## src/rtl/eirq_pkg.sv

```systemverilog
package eirq_pkg;

  // configuration word layout (fields are decoded by neighbouring logic)
  localparam int CFG_W      = 9;
  localparam int TRIG_LSB   = 3;
  localparam int EXP_LSB    = 5;
  localparam int EXP_W      = 3;
  localparam int DEB_EN_BIT = 8;

  // per-bank register bases, bank stride is 4 bytes
  localparam int STAT_BASE = 'h080;
  localparam int MSET_BASE = 'h0A0;
  localparam int MCLR_BASE = 'h0C0;

  typedef enum logic [1:0] {
    TRIG_OFF  = 2'd0,
    TRIG_RISE = 2'd1,
    TRIG_FALL = 2'd2,
    TRIG_BOTH = 2'd3
  } trig_e;

  function automatic logic trig_hit(trig_e t, logic rise, logic fall);
    case (t)
      TRIG_RISE: return rise;
      TRIG_FALL: return fall;
      TRIG_BOTH: return rise | fall;
      default:   return 1'b0;
    endcase
  endfunction

endpackage

```

## src/rtl/eirq_sync.sv

```systemverilog
module eirq_sync #(
  parameter int W = 32
) (
  input  logic         clk,
  input  logic         rst_n,
  input  logic [W-1:0] d,
  output logic [W-1:0] q
);
  logic [W-1:0] meta;

  always_ff @(posedge clk) begin
    if (!rst_n) begin
      meta <= '0;
      q    <= '0;
    end else begin
      meta <= d;
      q    <= meta;
    end
  end
endmodule

```

## src/rtl/eirq_deb.sv

```systemverilog
module eirq_deb
  import eirq_pkg::*;
(
  input  logic             clk,
  input  logic             rst_n,
  input  logic             tick,
  input  logic             din,
  input  logic             en,
  input  logic [EXP_W-1:0] expo,
  output logic             level
);
  localparam int MAXE  = (1 << EXP_W) - 1;
  localparam int CNT_W = (MAXE > 0) ? MAXE : 1;

  logic [CNT_W-1:0] cnt;
  logic [CNT_W-1:0] lim;

  // last tick index of the settle window: 2^expo - 1
  always_comb lim = CNT_W'((32'd1 << expo) - 32'd1);

  always_ff @(posedge clk) begin
    if (!rst_n) begin
      level <= 1'b0;
      cnt   <= '0;
    end else if (!en) begin
      level <= din;
      cnt   <= '0;
    end else if (din == level) begin
      cnt <= '0;
    end else if (tick) begin
      if (cnt == lim) begin
        level <= din;
        cnt   <= '0;
      end else begin
        cnt <= cnt + 1'b1;
      end
    end
  end
endmodule

```

## src/rtl/eirq_regs.sv

```systemverilog
module eirq_regs
  import eirq_pkg::*;
#(
  parameter int NPIN = 32,
  parameter int AW   = 12,
  parameter int DW   = 32,
  parameter int BANK = 0
) (
  input  logic            clk,
  input  logic            rst_n,
  input  logic            wr,
  input  logic            rd,
  input  logic [AW-1:0]   addr,
  input  logic [DW-1:0]   wdata,
  input  logic [NPIN-1:0] hit,
  output logic [DW-1:0]   rdata,
  output logic [NPIN-1:0] status,
  output logic [NPIN-1:0] mask
);
  localparam logic [AW-1:0] A_STAT = AW'(STAT_BASE + 4 * BANK);
  localparam logic [AW-1:0] A_MSET = AW'(MSET_BASE + 4 * BANK);
  localparam logic [AW-1:0] A_MCLR = AW'(MCLR_BASE + 4 * BANK);

  logic [NPIN-1:0] wsel;
  logic [NPIN-1:0] st_clr, mk_set, mk_clr;
  logic [DW-1:0]   st_ext, mk_ext, rd_mux;
  logic            unused_w;

  assign wsel     = wdata[NPIN-1:0];
  assign unused_w = ^wdata;
  assign st_clr   = (wr && addr == A_STAT) ? wsel : '0;
  assign mk_set   = (wr && addr == A_MSET) ? wsel : '0;
  assign mk_clr   = (wr && addr == A_MCLR) ? wsel : '0;

  always_ff @(posedge clk) begin
    if (!rst_n) begin
      status <= '0;
      mask   <= '1;
    end else begin
      // a new edge wins over a clear in the same cycle
      status <= (status & ~st_clr) | hit;
      mask   <= (mask | mk_set) & ~mk_clr;
    end
  end

  always_comb begin
    st_ext = '0;
    st_ext[NPIN-1:0] = status;
    mk_ext = '0;
    mk_ext[NPIN-1:0] = mask;
    if (addr == A_STAT)                       rd_mux = st_ext;
    else if (addr == A_MSET || addr == A_MCLR) rd_mux = mk_ext;
    else                                      rd_mux = '0;
  end

  always_ff @(posedge clk) begin
    if (!rst_n)  rdata <= '0;
    else if (rd) rdata <= rd_mux;
    else         rdata <= '0;
  end
endmodule

```

## src/rtl/eirq_bank.sv

```systemverilog
module eirq_bank
  import eirq_pkg::*;
#(
  parameter int NPIN = 32,
  parameter int BANK = 0,
  parameter int AW   = 12,
  parameter int DW   = 32
) (
  input  logic                  clk,
  input  logic                  rst_n,
  input  logic                  ms_tick,
  input  logic [NPIN-1:0]       pin_in,
  input  logic [NPIN*CFG_W-1:0] pin_cfg,
  input  logic                  bus_wr,
  input  logic                  bus_rd,
  input  logic [AW-1:0]         bus_addr,
  input  logic [DW-1:0]         bus_wdata,
  output logic [DW-1:0]         bus_rdata,
  output logic                  irq
);
  logic [NPIN-1:0] sync_vec;
  logic [NPIN-1:0] filt_vec;
  logic [NPIN-1:0] prev_vec;
  logic [NPIN-1:0] hit_vec;
  logic [NPIN-1:0] st_vec;
  logic [NPIN-1:0] mk_vec;

  eirq_sync #(.W(NPIN)) u_sync (
    .clk  (clk),
    .rst_n(rst_n),
    .d    (pin_in),
    .q    (sync_vec)
  );

  for (genvar p = 0; p < NPIN; p++) begin : g_pin
    logic unused_lo;
    assign unused_lo = ^pin_cfg[p*CFG_W +: TRIG_LSB];

    eirq_deb u_deb (
      .clk  (clk),
      .rst_n(rst_n),
      .tick (ms_tick),
      .din  (sync_vec[p]),
      .en   (pin_cfg[p*CFG_W + DEB_EN_BIT]),
      .expo (pin_cfg[p*CFG_W + EXP_LSB +: EXP_W]),
      .level(filt_vec[p])
    );

    assign hit_vec[p] = trig_hit(trig_e'(pin_cfg[p*CFG_W + TRIG_LSB +: 2]),
                                 filt_vec[p] & ~prev_vec[p],
                                 ~filt_vec[p] & prev_vec[p]);
  end

  always_ff @(posedge clk) begin
    if (!rst_n) prev_vec <= '0;
    else        prev_vec <= filt_vec;
  end

  eirq_regs #(.NPIN(NPIN), .AW(AW), .DW(DW), .BANK(BANK)) u_regs (
    .clk   (clk),
    .rst_n (rst_n),
    .wr    (bus_wr),
    .rd    (bus_rd),
    .addr  (bus_addr),
    .wdata (bus_wdata),
    .hit   (hit_vec),
    .rdata (bus_rdata),
    .status(st_vec),
    .mask  (mk_vec)
  );

  assign irq = |(st_vec & ~mk_vec);
endmodule

```

## config.mk

```make
export PLATFORM = sky130hd
export DESIGN_NAME = eirq_bank
export DESIGN_NICKNAME = d
export VERILOG_FILES = /design/src/rtl/eirq_pkg.sv /design/src/rtl/eirq_sync.sv /design/src/rtl/eirq_deb.sv /design/src/rtl/eirq_regs.sv /design/src/rtl/eirq_bank.sv
export SDC_FILE = /design/constraint.sdc
export NUM_CORES = 1
export LEC_CHECK = 0
export BUFFER_PORTS_ARGS = -buffer_cell sky130_fd_sc_hd__buf_4
export CELL_PAD_IN_SITES_DETAIL_PLACEMENT = 1
export CELL_PAD_IN_SITES_GLOBAL_PLACEMENT = 1
export CORE_MARGIN = 2
export CORE_UTILIZATION = 43
export DETAILED_ROUTE_END_ITERATION = 12
export GPL_TIMING_DRIVEN = 0
export PLACE_DENSITY_LB_ADDON = 0.1
export SYNTH_ARGS = -nofsm -noshare
export SYNTH_HDL_FRONTEND = slang
export SYNTH_SLANG_ARGS = --single-unit
```

## constraint.sdc

```tcl
create_clock -name clk -period 3.07 [get_ports clk]
set_input_delay 0 -clock clk [delete_from_list [all_inputs] [get_ports clk]]
set_output_delay 0 -clock clk [all_outputs]
set_load 0.02 [all_outputs]
```

## After elaboration in Yosys (flattened, before gate mapping)

Index checks and enable logic that the tools add are counted.

- Logic and storage cells: 893
- Output and inout port bits: 33
- Bits of input ports: 369
- Register bits after elaboration: 448

- Reductions and logical operators: 70
- Shift-type cells: 32
- Eq/ne operators: 259
- Muxes and demuxes: 197
- Add/subtract/negate cells: 64
- Bitwise gates (word level): 201

Operator list:

| cell | count |
|---|---|
| adder 7 x 1 -> 7 bit (second input constant) | 32 |
| == test 7 bit | 32 |
| 2-to-1 mux 7 bit | 32 |
| << shifter 1 x 3 -> 7 bit (first input constant) | 32 |
| subtractor 7 x 1 -> 7 bit (second input constant) | 32 |
| 2-to-1 mux 32 bit | 5 |
| == test 2 bit (second input constant) | 64 |
| 2-to-1 mux 1 bit | 128 |
| inequality test 2 bit (second input constant) | 64 |
| inverter 1 bit | 97 |
| bitwise AND 32 bit | 3 |
| inverter 32 bit | 3 |
| case mux 1 bit (3 select lines) | 32 |
| AND reduction 3 bit | 32 |
| OR reduction 3 bit | 32 |
| bitwise AND 1 bit | 64 |
| == test 2 x 1 -> 1 bit (second input constant) | 32 |
| inequality test 2 x 1 -> 1 bit (second input constant) | 32 |
| bitwise OR 32 bit | 2 |
| == test 12 x 8 -> 1 bit (second input constant) | 3 |
| == test 1 bit | 32 |
| bitwise OR 1 bit | 32 |
| OR reduction 32 bit | 1 |
| logical AND 1 bit | 3 |
| 2 further kinds | 2 |

## Logic depth before layout (Yosys ltp)

- Word-level depth: 7
- Depth in mapped cells: 10
- Gate-level depth less buffers: 9

## Modules after synthesis

Synthesis repeated with hierarchy kept, for this count alone.

- Cells, all modules: 3458
- Area total of the unflattened synthesis: 28502.3 sq um

Modules (own cells, without submodules):

| module | area an instance (sq um) | instances | cells each | sequential area each (sq um) |
|---|---|---|---|---|
| eirq_deb | 616.8 | 32 | 77 | 160.2 |
| eirq_regs | 4042.6 | 1 | 461 | 1921.8 |
| eirq_bank | 2929.1 | 1 | 399 | 640.6 |
| eirq_sync | 1791.7 | 1 | 134 | 1281.2 |

## Least setup slack after synthesis

OpenSTA, ideal clock, no wires.

- Path kind: input -> register
- Start point: in pin_cfg[25]
- End point: reg g_pin[2].u_deb.level
- Required time: 2.998 ns
- Setup time: 0.072 ns
- Data arrival time: 2.194 ns
- Cell stages on the path: 9
- Path buffers: 1
- Slack: 0.805 ns
- Cells stage by stage: buf_2 -> or3_1 -> ha_1 -> xnor2_1 -> or4_4 -> a311oi_4 -> nand3_2 -> o21ai_2 -> mux2i_1

- Longest elaborated chain between the ends: 5

Ends and longest elaborated chain:

| what | line | RTL |
|---|---|---|
| start: declaration | eirq_bank.sv:13 | `input logic [NPIN*CFG_W-1:0] pin_cfg,` |
| << shifter 1 x 3 -> 7 bit | eirq_deb.sv:19 | `always_comb lim = CNT_W'((32'd1 << expo) - 32'd1);` |
| subtractor 7 x 1 -> 7 bit | eirq_deb.sv:19 |  |
| == test 7 bit | eirq_deb.sv:31 | `if (cnt == lim) begin` |
| inequality test 2 x 1 -> 1 bit (no source line) | - |  |
| AND reduction 3 bit (no source line) | - |  |
| end signal: assignment | eirq_deb.sv:26 | `level <= din;` |
| end signal: assignment | eirq_deb.sv:32 | `level <= din;` |
| end: declaration | eirq_deb.sv:10 | `output logic level` |

Every way passes these cells.
A chain may end at the register's enable or synchronous reset.

## Worst setup path in the final report

- Start point: in rst_n
- End point: reg u_regs.mask[0]

RTL lines:

| what | line | RTL |
|---|---|---|
| start: declaration | eirq_bank.sv:10 | `input logic rst_n,` |
| end signal: assignment | eirq_regs.sv:42 | `mask <= (mask \| mk_set) & ~mk_clr;` |
| end: declaration | eirq_regs.sv:18 | `output logic [NPIN-1:0] mask` |

No word-level cell between the ends.

==> summary.md <==
| Metric | Value |
|---|---|
| Multi-input logic area | 16300 um2 |
| Worst slew pin tran | 1.38 ns |
| CTS Sinks | 448 |
| Mean routed wirelength per cell | 21.6 um |
| Compound-gate portion of the synthesized area | 16.2% |
| Final period util | 93.9% |
| Drt drc | 0 |
| NetSw | 0.00377 W |
| Max-Cap Viols | 0 |
| Sum Neg Setup Slack | 0 ns |
| Flop pwr share | 41.0% |
| Final Hold Vio Count | 0 |
| RSZ-0062 raised after global routing | no |
| Slew HR | 7.68% |
| Net Count, Synth | 3820 |
| RD Place Congestion | 0.896 |
| Row cnt | 91 |
| GR Overflow Total | 0 |
| Std-Cell Core Area | 61600 um2 |
| R2R depth | 8 |
| CP endpoint | u_regs.mask[0] |
| Leading area contributor after synthesis | dfxtp_1 |
| Post-CTS Setup Repair Bufs | 0 |
| Pleak | 12.9 nW |
| Num CTS Buffers | 53 |
| Mean Syn Cell Area | 8.05 um2 |
| Int Pwr | 0.0108 W |
| Synth Warn # | 0 |
| Cells after Synth | 3323 |
| Cell variety after synth | 72 |
| Clock Latency Late Sink | 0.62 ns |
| Slew Limit Fails | 0 |
| FFs w/ async S/R, synth | 0% |
| Reg2Reg Launch Point | prev_vec[6] |
| Total track usage | 30.8% |
| Sw Share | 25.9% |
| Comb pwr share | 12.1% |
| Final min period | 2.88 ns |
| Drt total wl | 101000 um |
| Post-synthesis xor/xnor area fraction | 9.20% |
| # fillers | 7433 |
| Buffers on Ports | 264 |
| Clk pwr share | 46.9% |
| Worst Path Max Fanout | 10 |
| EDFF count, synth | 0 |
| Worst Hold Depth | 4 |
| Adder-cell share of the synthesized area | 5.99% |
| Reg2reg setup slack | 0.55 ns |
| RR Endpoint | u_regs.status[6] |
| Type of element capturing the critical path | flip-flop |
| Num ports | 402 |
| Global-route wire length before repair | 155000 um |
| Critical Path RT | 3.56 ns |
| Synthesized area | 26700 um2 |
| Most frequent cells after synthesis | dfxtp_1 (448), nand2_1 (364), a21oi_1 (226) |
| Antenna-violating nets left | 0 |
| TritonCTS clock tree | done |
| Initial Utilization | 43.4% |
| Final setup violation count | 0 |
| Run status | complete, no violations |
| Nets | 4293 |
| Die area | 64200 um2 |
| Chip height | 253 um |
| Worst IR Drop VDD | 0.351 mV |
| Vias | 26800 |
| Crit start category | primary input |
| Worst Path Arrival | 3.37 ns |
| Largest net degree at the start of global routing | 14 |
| Seq/Total Area, Yosys | 33.5% |
| Dpl hpwl | 72600 um |
| Worst-path clk slew | 0.06 ns |
| P&R area growth vs syn | 24.3% |
| Total number of H-tree levels | 2 |
| Largest family of logic cells by synthesized area | simple AND/OR/NAND/NOR gates |
| CTS max path bufs | 3 |
| FF/Latch Area | 8970 um2 |
| Synth Register Bits | 448 |
| Vias per cell | 5.71 |
| Mux share of post-synthesis cell area | 2.47% |
| Top cell type's share of synthesized area | 33.5% |
| Layout Skew | 0.0223 ns |
| Worst setup startpoint | rst_n |
| Synth Area in Simple Gates | 27.0% |
| Post-route cell area | 33200 um2 |
| Pre-antenna DRT Iters | 5 |
| Die X | 253 um |
| HP Class | in2reg |
| Max Clk Rate | 0.347 GHz |
| Ranking of synthesized cells by area | dfxtp_1 (34%), ha_1 (6.0%), xnor2_1 (5.3%) |
| Cell Pwr Density | 437 nW/um2 |
| 1st-iter DRT viols | 1531 |
| Count leader, synth | dfxtp_1 |
| Most used DFF post-synth | dfxtp_1 |
| Dpl cell area | 29800 um2 |
| Vias in the first global route | 27700 |
| Layout cell share with drive strength beyond 1 | 13.0% |
| Clk root buf | clkbuf_16 |
| Setup CP Type | in2reg |
| Initial antenna violation count | 26 |
## kinds of logic (layout without fill, tap and decap cells)
family | Yosys count | in the layout
simple gates | 1356 | 1356
fa+ha+maj | 128 | 128
flops | 448 | 448
other cells | 0 | 19
mux | 66 | 66
buf+inv | 367 | 885
compound gates | 677 | 677
xor+xnor | 281 | 281
## critical path, cell delays in order
cell and delay [ns]:
dlygate4sd3_1 0.57, clkbuf_1 0.25, clkbuf_1 0.52, clkbuf_1 0.65, clkbuf_1 0.57, o21ai_0 0.19
dlygate4sd3_1 0.60
## registers in the layout, summed over array words and instances, names as in the netlist
register,flops
g_pin.u_deb.cnt,224
g_pin.u_deb.level,32
prev_vec,32
u_regs.mask,32
u_regs.rdata,32
u_regs.status,32
u_sync.meta,32
u_sync.q,32
## worst min-delay path by stage
stage | start | endpoint | slack (ns)
final | pin_cfg[48] | u_regs.status[5] | 0.02
after global routing | pin_cfg[48] | u_regs.status[5] | 0.02
after CTS | pin_cfg[30] | u_regs.status[3] | 0.007
after detailed placement | pin_in[0] | u_sync.meta[0] | 0.21
after global placement | pin_in[1] | u_sync.meta[1] | 0.21
after floorplan | pin_in[0] | u_sync.meta[0] | 0.13
## metal layers
metal	global-route usage (%)	vias up	wire length (um)
met5	0	-	129
met4	14.4	20	4080
met3	5.14	240	5760
met2	54.2	748	49900
met1	36.5	13300	41400
li1	-	12600	-
## layout make-up
cell class | count | share of cell area (%)
sequential | 448 | 27.0
inverter | 198 | 2.24
buffer | 169 | 2.27
antenna | 19 | 0.143
tap | 837 | 3.15
clock buffer | 80 | 4.93
timing repair buffer | 418 | 10.6
multi-input combinational | 2508 | 49.0
clock inverter | 20 | 0.730
## stage by stage
| stage | utilization, % | worst slack [ns] | hold slack [ns] | total power [W] | cells |
|---|---|---|---|---|---|
| 6_report | 54.0 | 0.187 | 0.0201 | 0.0145 | 4697 |
| 5_1_grt | 53.9 | 0.0876 | 0.0205 | 0.0150 | 4690 |
| 4_1_cts | 53.9 | 0.264 | 0.00749 | 0.0146 | 4677 |
| 3_5_place_dp | 48.3 | -0.257 | 0.215 | 0.00764 | 4424 |
| 3_3_place_gp | 48.3 | -0.182 | 0.212 | 0.00755 | 4424 |
| 2_1_floorplan | - | 0.805 | 0.127 | 0.00693 | 3323 |
## power groups by stage
stage | Sequential (W) | Clock [W] | Combinational, W
global route | 0.00595 | 0.00712 | 0.00189
floorplan | 0.00606 | 0 | 0.000878
detailed placement | 0.00608 | 0 | 0.00157
CTS | 0.00595 | 0.00688 | 0.00173
global placement | 0.00607 | 0 | 0.00148
finish | 0.00595 | 0.00681 | 0.00176
## repair_timing
action / in CTS / in global routing
gates resized for setup: 0 / 0
hold buffers: 153 / 1
hold endpoints to repair: 338 / 1
## layout by cell type (no fill, tap or decap), drive strengths merged, types with 30 or more instances in the layout
cell type and count:
o21a 32, a31oi 91, a311oi 30, nand3b 63, or3 91, a21oi 226
xnor2 163, nor2b 52, buf 346, o22ai 46, xor2 118, dfxtp 448
o21ai 100, nand2 364, a22oi 32, nand4 63, nor2 212, and2 192
mux2i 65, nor3 71, clkbuf 167, nand4b 32, or3b 31, dlygate4sd3 154
inv 199, nand3 89, nand2b 31, ha 128
No activity file was read; power rests on OpenSTA's default activity.
